--- src/rtl/ccd_htg_pkg.sv ---
package ccd_htg_pkg;

   // width of the timing constants carried between sub-blocks
   localparam int HTG_TW = 12;

   // window indices used by the decoder and the top level
   localparam int WIN_HD    = 0;
   localparam int WIN_BLANK = 1;
   localparam int WIN_DUMMY = 2;
   localparam int WIN_OB    = 3;
   localparam int HTG_NWIN  = 4;

   typedef enum logic [1:0] {
      HTG_510_NTSC = 2'd0,
      HTG_510_PAL  = 2'd1,
      HTG_760_NTSC = 2'd2,
      HTG_760_PAL  = 2'd3
   } htg_mode_e;

   typedef struct packed {
      logic [HTG_TW-1:0] line_len;
      logic [HTG_TW-1:0] blank_len;
      logic [HTG_TW-1:0] dummy_len;
      logic [HTG_TW-1:0] ob_len;
   } htg_timing_t;

endpackage

--- src/rtl/htg_mode_sel.sv ---
module htg_mode_sel
   import ccd_htg_pkg::*;
#(
   parameter int LINE_510N  = 606,
   parameter int LINE_510P  = 606,
   parameter int LINE_760N  = 910,
   parameter int LINE_760P  = 908,
   parameter int BLANK_510  = 53,
   parameter int BLANK_760N = 77,
   parameter int BLANK_760P = 91,
   parameter int DUMMY_510  = 16,
   parameter int DUMMY_760  = 22,
   parameter int OB_510N    = 25,
   parameter int OB_510P    = 30,
   parameter int OB_760     = 40
) (
   input  logic        clk,
   input  logic        rst_n,
   input  logic        load,
   input  logic [1:0]  mode_in,
   output htg_timing_t tim_cur,
   output htg_timing_t tim_nxt
);

   htg_mode_e act_q;
   htg_mode_e sel_nxt;

   function automatic htg_timing_t lookup(htg_mode_e m);
      htg_timing_t t;
      case (m)
         HTG_510_NTSC: begin
            t.line_len  = HTG_TW'(LINE_510N);
            t.blank_len = HTG_TW'(BLANK_510);
            t.dummy_len = HTG_TW'(DUMMY_510);
            t.ob_len    = HTG_TW'(OB_510N);
         end
         HTG_510_PAL: begin
            t.line_len  = HTG_TW'(LINE_510P);
            t.blank_len = HTG_TW'(BLANK_510);
            t.dummy_len = HTG_TW'(DUMMY_510);
            t.ob_len    = HTG_TW'(OB_510P);
         end
         HTG_760_NTSC: begin
            t.line_len  = HTG_TW'(LINE_760N);
            t.blank_len = HTG_TW'(BLANK_760N);
            t.dummy_len = HTG_TW'(DUMMY_760);
            t.ob_len    = HTG_TW'(OB_760);
         end
         default: begin
            t.line_len  = HTG_TW'(LINE_760P);
            t.blank_len = HTG_TW'(BLANK_760P);
            t.dummy_len = HTG_TW'(DUMMY_760);
            t.ob_len    = HTG_TW'(OB_760);
         end
      endcase
      return t;
   endfunction

   // a new format is only accepted when the counter reloads
   always_comb sel_nxt = load ? htg_mode_e'(mode_in) : act_q;

   always_ff @(posedge clk or negedge rst_n) begin
      if (!rst_n)    act_q <= HTG_510_NTSC;
      else if (load) act_q <= sel_nxt;
   end

   always_comb begin
      tim_cur = lookup(act_q);
      tim_nxt = lookup(sel_nxt);
   end

endmodule

--- src/rtl/htg_pixel_counter.sv ---
module htg_pixel_counter #(
   parameter int CNT_W = 10
) (
   input  logic             clk,
   input  logic             rst_n,
   input  logic             pix_en,
   input  logic [CNT_W-1:0] line_last,
   output logic [CNT_W-1:0] cnt_q,
   output logic [CNT_W-1:0] cnt_nxt,
   output logic             load
);

   logic running_q;
   logic at_end;

   assign at_end = running_q && (cnt_q == line_last);
   // first strobe after reset and every line end reload the count
   assign load   = pix_en && (!running_q || at_end);

   always_comb begin
      if (!pix_en)   cnt_nxt = cnt_q;
      else if (load) cnt_nxt = '0;
      else           cnt_nxt = cnt_q + CNT_W'(1);
   end

   always_ff @(posedge clk or negedge rst_n) begin
      if (!rst_n) begin
         cnt_q     <= '0;
         running_q <= 1'b0;
      end else begin
         cnt_q     <= cnt_nxt;
         running_q <= running_q | pix_en;
      end
   end

endmodule

--- src/rtl/htg_range_cmp.sv ---
module htg_range_cmp
   import ccd_htg_pkg::*;
#(
   parameter int CNT_W = 10
) (
   input  logic [CNT_W-1:0]  cnt,
   input  logic [HTG_TW-1:0] lo,
   input  logic [HTG_TW-1:0] hi,
   output logic              hit
);

   logic [HTG_TW-1:0] c_ext;

   assign c_ext = HTG_TW'(cnt);
   assign hit   = (c_ext >= lo) && (c_ext < hi);

endmodule

--- src/rtl/htg_window_decode.sv ---
module htg_window_decode
   import ccd_htg_pkg::*;
#(
   parameter int CNT_W    = 10,
   parameter int HD_WIDTH = 20
) (
   input  logic                clk,
   input  logic                rst_n,
   input  logic                step,
   input  logic [CNT_W-1:0]    cnt_nxt,
   input  htg_timing_t         tim_nxt,
   output logic [HTG_NWIN-1:0] win_nxt,
   output logic [HTG_NWIN-1:0] win_q
);

   logic [HTG_TW-1:0] lo [HTG_NWIN];
   logic [HTG_TW-1:0] hi [HTG_NWIN];

   always_comb begin
      lo[WIN_HD]    = '0;
      hi[WIN_HD]    = HTG_TW'(HD_WIDTH);
      lo[WIN_BLANK] = '0;
      hi[WIN_BLANK] = tim_nxt.blank_len;
      lo[WIN_DUMMY] = tim_nxt.blank_len;
      hi[WIN_DUMMY] = tim_nxt.blank_len + tim_nxt.dummy_len;
      lo[WIN_OB]    = tim_nxt.line_len - tim_nxt.ob_len;
      hi[WIN_OB]    = tim_nxt.line_len;
   end

   for (genvar gi = 0; gi < HTG_NWIN; gi++) begin : g_win
      htg_range_cmp #(.CNT_W(CNT_W)) u_cmp (
         .cnt (cnt_nxt),
         .lo  (lo[gi]),
         .hi  (hi[gi]),
         .hit (win_nxt[gi])
      );
   end

   always_ff @(posedge clk or negedge rst_n) begin
      if (!rst_n)    win_q <= '0;
      else if (step) win_q <= win_nxt;
   end

endmodule

--- src/rtl/htg_hclock_gen.sv ---
module htg_hclock_gen #(
   parameter logic H1_BLANK_LVL = 1'b1
) (
   input  logic clk,
   input  logic rst_n,
   input  logic step,
   input  logic blank_nxt,
   output logic h1_q,
   output logic h2_q,
   output logic xfer_q
);

   always_ff @(posedge clk or negedge rst_n) begin
      if (!rst_n) begin
         h1_q   <= 1'b0;
         h2_q   <= 1'b0;
         xfer_q <= 1'b0;
      end else if (step) begin
         xfer_q <= !blank_nxt;
         if (blank_nxt) begin
            h1_q <= H1_BLANK_LVL;
            h2_q <= !H1_BLANK_LVL;
         end else begin
            h1_q <= !h1_q;
            h2_q <= h1_q;
         end
      end
   end

endmodule

--- src/rtl/ccd_hline_tg.sv ---
module ccd_hline_tg
   import ccd_htg_pkg::*;
#(
   parameter int   CNT_W        = 10,
   parameter int   HD_WIDTH     = 20,
   parameter int   LINE_510N    = 606,
   parameter int   LINE_510P    = 606,
   parameter int   LINE_760N    = 910,
   parameter int   LINE_760P    = 908,
   parameter int   BLANK_510    = 53,
   parameter int   BLANK_760N   = 77,
   parameter int   BLANK_760P   = 91,
   parameter int   DUMMY_510    = 16,
   parameter int   DUMMY_760    = 22,
   parameter int   OB_510N      = 25,
   parameter int   OB_510P      = 30,
   parameter int   OB_760       = 40,
   parameter logic H1_BLANK_LVL = 1'b1
) (
   input  logic             clk,
   input  logic             rst_n,
   input  logic             pix_en,
   input  logic [1:0]       mode,
   output logic [CNT_W-1:0] pix_cnt,
   output logic             hd,
   output logic             hblank,
   output logic             clamp_dummy,
   output logic             clamp_ob,
   output logic             hxfer_en,
   output logic             h1,
   output logic             h2
);

   localparam int CNT_MAX   = 1 << CNT_W;
   localparam int MIN_BLANK = (BLANK_760N < BLANK_510) ? BLANK_760N : BLANK_510;

   // elaboration-time parameter checks
   if (CNT_W > HTG_TW) begin : g_chk_tw
      $error("CNT_W exceeds timing constant width");
   end
   if (LINE_510N > CNT_MAX || LINE_510P > CNT_MAX ||
       LINE_760N > CNT_MAX || LINE_760P > CNT_MAX) begin : g_chk_len
      $error("line length does not fit the pixel counter");
   end
   if (HD_WIDTH > MIN_BLANK || HD_WIDTH > BLANK_760P) begin : g_chk_hd
      $error("sync pulse longer than blanking");
   end
   if (BLANK_510 + DUMMY_510 > LINE_510P - OB_510P ||
       BLANK_760P + DUMMY_760 > LINE_760P - OB_760) begin : g_chk_order
      $error("dummy region overlaps optical-black region");
   end

   htg_timing_t          tim_cur;
   htg_timing_t          tim_nxt;
   logic                 load;
   logic [CNT_W-1:0]     cnt_q;
   logic [CNT_W-1:0]     cnt_nxt;
   logic [CNT_W-1:0]     line_last;
   logic [HTG_NWIN-1:0]  win_nxt;
   logic [HTG_NWIN-1:0]  win_q;

   assign line_last = tim_cur.line_len[CNT_W-1:0] - CNT_W'(1);

   htg_mode_sel #(
      .LINE_510N (LINE_510N),  .LINE_510P (LINE_510P),
      .LINE_760N (LINE_760N),  .LINE_760P (LINE_760P),
      .BLANK_510 (BLANK_510),  .BLANK_760N(BLANK_760N),
      .BLANK_760P(BLANK_760P), .DUMMY_510 (DUMMY_510),
      .DUMMY_760 (DUMMY_760),  .OB_510N   (OB_510N),
      .OB_510P   (OB_510P),    .OB_760    (OB_760)
   ) u_mode (
      .clk     (clk),
      .rst_n   (rst_n),
      .load    (load),
      .mode_in (mode),
      .tim_cur (tim_cur),
      .tim_nxt (tim_nxt)
   );

   htg_pixel_counter #(.CNT_W(CNT_W)) u_cnt (
      .clk       (clk),
      .rst_n     (rst_n),
      .pix_en    (pix_en),
      .line_last (line_last),
      .cnt_q     (cnt_q),
      .cnt_nxt   (cnt_nxt),
      .load      (load)
   );

   htg_window_decode #(.CNT_W(CNT_W), .HD_WIDTH(HD_WIDTH)) u_win (
      .clk     (clk),
      .rst_n   (rst_n),
      .step    (pix_en),
      .cnt_nxt (cnt_nxt),
      .tim_nxt (tim_nxt),
      .win_nxt (win_nxt),
      .win_q   (win_q)
   );

   htg_hclock_gen #(.H1_BLANK_LVL(H1_BLANK_LVL)) u_hclk (
      .clk       (clk),
      .rst_n     (rst_n),
      .step      (pix_en),
      .blank_nxt (win_nxt[WIN_BLANK]),
      .h1_q      (h1),
      .h2_q      (h2),
      .xfer_q    (hxfer_en)
   );

   assign pix_cnt     = cnt_q;
   assign hd          = win_q[WIN_HD];
   assign hblank      = win_q[WIN_BLANK];
   assign clamp_dummy = win_q[WIN_DUMMY];
   assign clamp_ob    = win_q[WIN_OB];

endmodule

--- config.mk ---
export PLATFORM = sky130hd
export DESIGN_NAME = ccd_hline_tg
export DESIGN_NICKNAME = d
export VERILOG_FILES = /design/src/rtl/ccd_htg_pkg.sv /design/src/rtl/htg_mode_sel.sv /design/src/rtl/htg_pixel_counter.sv /design/src/rtl/htg_range_cmp.sv /design/src/rtl/htg_window_decode.sv /design/src/rtl/htg_hclock_gen.sv /design/src/rtl/ccd_hline_tg.sv
export SDC_FILE = /design/constraint.sdc
export NUM_CORES = 1
export LEC_CHECK = 0
export ABC_AREA = 1
export CORE_MARGIN = 3
export CORE_UTILIZATION = 50
export DETAILED_ROUTE_END_ITERATION = 7
export GPL_ROUTABILITY_DRIVEN = 0
export HOLD_SLACK_MARGIN = 0.12
export PLACE_DENSITY = 0.76
export SLEW_MARGIN = 0
export SYNTH_ARGS = -nofsm -noshare
export SYNTH_HDL_FRONTEND = slang
export SYNTH_SLANG_ARGS = --single-unit
--- constraint.sdc ---
create_clock -name clk -period 2.53 [get_ports clk]
set_clock_uncertainty 0.2 [all_clocks]
set_input_delay 0.253 -clock clk [delete_from_list [all_inputs] [get_ports clk]]
set_output_delay 0.253 -clock clk [all_outputs]
set_load 0.05 [all_outputs]
==> out/metrics.cfg, run 1 <==
[timing]
hold_viol = 0
finalSetupViolCount = 5
slew_violations = 0
fin_ws_ns = -0.134
hold_ws_ns = 0.307
tns_ns = -0.323
fmax_ghz = 0.375
min_period_ns = 2.66
grt_setup_unrepaired = true
maxSlewHeadroom_pct = 64.9
tightest_slew_ns = 0.521
fin_crit_sh_pct = 105

[final_layout]
antenna_cells = 0
layout-drive-gt1-share_pct = 37.6
finalNetCount = 328
fin_area_um2 = 2480
final_core_util_pct = 79.2
area_growth_pct = 46.9

[setup_path]
cp.depth = 20
crit_path_cell_trace = nor2_1 -> nand2_1 -> a21oi_2 -> nand2_2 -> nand2_4 -> nand2_8 -> o21ai_4 -> inv_2 -> nor2_2 -> ha_1 -> o21ai_1 -> nand2_1 -> a21oi_2 -> nand3_1 -> nand2_1 -> nand2_1 -> nand2_1 -> nand2_1 -> nand3_1 -> nand2_1
cpPeakStageDelay_ns = 0.45
path_buf_inv = 1
slowest_stage = dfrtp_2
worst_ep_arrival_time_ns = 2.69
end_kind = register
path_class = register to register
path_max_fanout = 5
crit_path_start_kind = register
worst-r2r-cell-count = 20
cp_common_cell = nand2_1
required_ns = 2.55
crit_family = simple AND/OR/NAND/NOR gates

[place]
preCtsSetupSlack_ns = -0.217
dpl-instance-area_um2 = 2300
portBuffers = 21
dp_hpwl_um = 3460

[clock_tree]
worstSkewPairLatency_ns = 0.31
clock-root-buffer = clkbuf_4
cts_tree = built
cts.sinks = 20
cts_buffers = 3
clockBufferDepth = 2
clkSlewWorstSetupHoldPaths_ns = 0.13
cts.htree.levels = 1

[logic_synthesis]
synth_top_cell_area_share_pct = 29.7
yosysSeqAreaShare_pct = 29.7
synth_edf_count = 0
synthCells = 228
async_reset_ff_share_pct = 100
yosysWarnings = 0
syn_area_per_cell_um2 = 7.39
synth_area_leaders = dfrtp_1, ha_1, nand2_1
synthTopCellsByCount = nand2_1, inv_1, dfrtp_1, nor2_1, ha_1
yosysMostFrequentCell = nand2_1
synth_nets = 252
synth_cell_types = 35
yosys_register_bits = 20
synth_top_area_cell = dfrtp_1
synth-main-ff-cell = dfrtp_1
netlist_area_um2 = 1690

[status]
outcome = finished, violations left
violations = setup timing

[power_and_ir_drop]
p_leak_nw = 1.28
switchingPower_mw = 1.53
pwr-share-clk_pct = 8.6
sw_frac_of_total_pct = 49.3
p_seq_share_pct = 17.7
internal_power_mw = 1.57
combPwrFrac_pct = 73.7
ir_worst_vdd_mv = 0.586
power_density_nw_per_um2 = 1250

[route]
drt_iter0_drc = 150
top_layer = met4
num_vias = 1743
drcViolationCount = 0
wl_um = 4450
detail-route-antenna-nets = 0
wl_met2_um = 2150
wl_met3_um = 156
wl_per_cell_um = 12.8
viasPerCell = 5.02
wl_met1_um = 2040
first_pass_iters = 6

[global_route]
grt_pass1_wl_um = 7820
first_global_vias = 1775
grt_overflow_total = 0
antenna_found_initial = 0
grt_use_total_pct = 24.1
grt_max_degree = 21

[worst_hold_path]
whs_path_depth = 2
min_path_type = register to register

[floorplan]
core_um2 = 3130
initial_core_util_pct = 53.9
ios = 22
dieArea_um2 = 4100
die_h_um = 64.1
die_w_um = 64.1
fp-row-count = 20

[job]
max_cap_viol_count = 0

power groups by stage:
| stage | logic (mW) | registers (mW) | clock network (mW) |
|---|---|---|---|
| after global placement | 2.10 | 0.549 | 0 |
| after detailed placement | 2.14 | 0.552 | 0 |
| after global routing | 2.49 | 0.563 | 0.280 |
| final | 2.28 | 0.547 | 0.267 |
| after CTS | 2.25 | 0.545 | 0.268 |
| after floorplan | 0.885 | 0.967 | 0 |
worst reg2reg max path, delay by kind of cell, from the launching register on:
kind | cells | cell delay (ns)
AO/OA/AOI/OAI | 4 | 0.59
AND/OR/NAND/NOR | 14 | 1.05
adder cells (fa/ha/maj) | 1 | 0.23
flip-flops | 1 | 0.45
buffers and inverters | 1 | 0.07
cell usage in the layout, fill, tap and decap left out, types with 2 or more instances in the layout:
master / Yosys / final
nor2_2: 2 / 4
inv_1: 32 / 29
ha_1: 19 / 17
nor2_4: 2 / 3
clkdlybuf4s50_1: 0 / 21
inv_2: 7 / 10
o21ai_4: 1 / 2
nor2_1: 20 / 17
nand3_2: 3 / 4
ha_4: 0 / 2
nand2_2: 7 / 8
xor2_1: 2 / 2
dfrtp_1: 20 / 10
nand3_1: 16 / 15
clkbuf_4: 0 / 3
o21ai_1: 4 / 5
clkinv_1: 3 / 3
buf_4: 0 / 51
nand2_1: 56 / 53
dfrtp_2: 0 / 10
nand4_1: 5 / 5
nor3_1: 3 / 3
a21oi_2: 3 / 5
a21oi_1: 4 / 2
nand2_4: 3 / 4
worst paths after layout:
check	startpoint	to	slack, ns
max	u_cnt.cnt_q[8]	u_win.win_q[3]	-0.13
min	u_win.win_q[1]	u_win.win_q[1]	0.31
max reg2reg	u_cnt.cnt_q[8]	u_win.win_q[3]	-0.13
min reg2reg	u_win.win_q[1]	u_win.win_q[1]	0.31
max in group asynchronous	rst_n	u_cnt.cnt_q[3]	1.28
min in group asynchronous	rst_n	u_cnt.cnt_q[9]	0.60
per-layer routing:
| layer | vias to the layer above | GRT usage [%] |
|---|---|---|
| li1 | 877 | - |
| met1 | 803 | 31.4 |
| met2 | 51 | 41.2 |
| met3 | 12 | 3.16 |
| met4 | 0 | 7.55 |
| met5 | - | 0 |
metrics by stage:
| step | total power [mW] | cells |
|---|---|---|
| 5_1_grt | 3.33 | 347 |
| 2_1_floorplan | 1.85 | 228 |
| 3_3_place_gp | 2.65 | 336 |
| 3_5_place_dp | 2.69 | 336 |
| 4_1_cts | 3.06 | 346 |
| 6_report | 3.10 | 347 |
cell type report:
type / count / area [um^2]
flip-flops and latches: 20 / 513
well taps: 44 / 55.1
clock inverters: 1 / 30.0
multi-input cells: 164 / 1090
clock buffers: 3 / 22.5
repair buffers: 73 / 603
inverters: 42 / 158
fillers: 220 / 652
cells by family after synthesis:
family / Yosys count / share of synthesized area, %
adder cells (fa/ha/maj): 19 / 14.1
buffers and inverters: 44 / 10.3
XOR/XNOR: 3 / 1.56
AO/OA/AOI/OAI: 19 / 7.94
AND/OR/NAND/NOR: 123 / 36.4
flip-flops: 20 / 29.7
timing repair:
| action | in CTS | in global routing |
|---|---|---|
| pin swaps | 12 | 3 |
| hold buffers | 1 | 0 |
| buffers inserted | 5 | 1 |
| hold endpoints to repair | 20 | 0 |
| resized for setup | 11 | 5 |
| setup endpoints to repair | 6 | 6 |
registers in the layout, summed over array words and instances (netlist names):
signal,cells
u_cnt.cnt_q,10
u_cnt.running_q,1
u_hclk.h1_q,1
u_hclk.h2_q,1
u_hclk.xfer_q,1
u_mode.act_q,2
u_win.win_q,4
No activity file was read; power rests on OpenSTA's default activity.
==> run 2: changes to the inputs <==
Settings changed: GPL_ROUTABILITY_DRIVEN 0 to default.
==> results of run 2 <==
The final DEF is identical to that of run 1; final timing and power are the same.
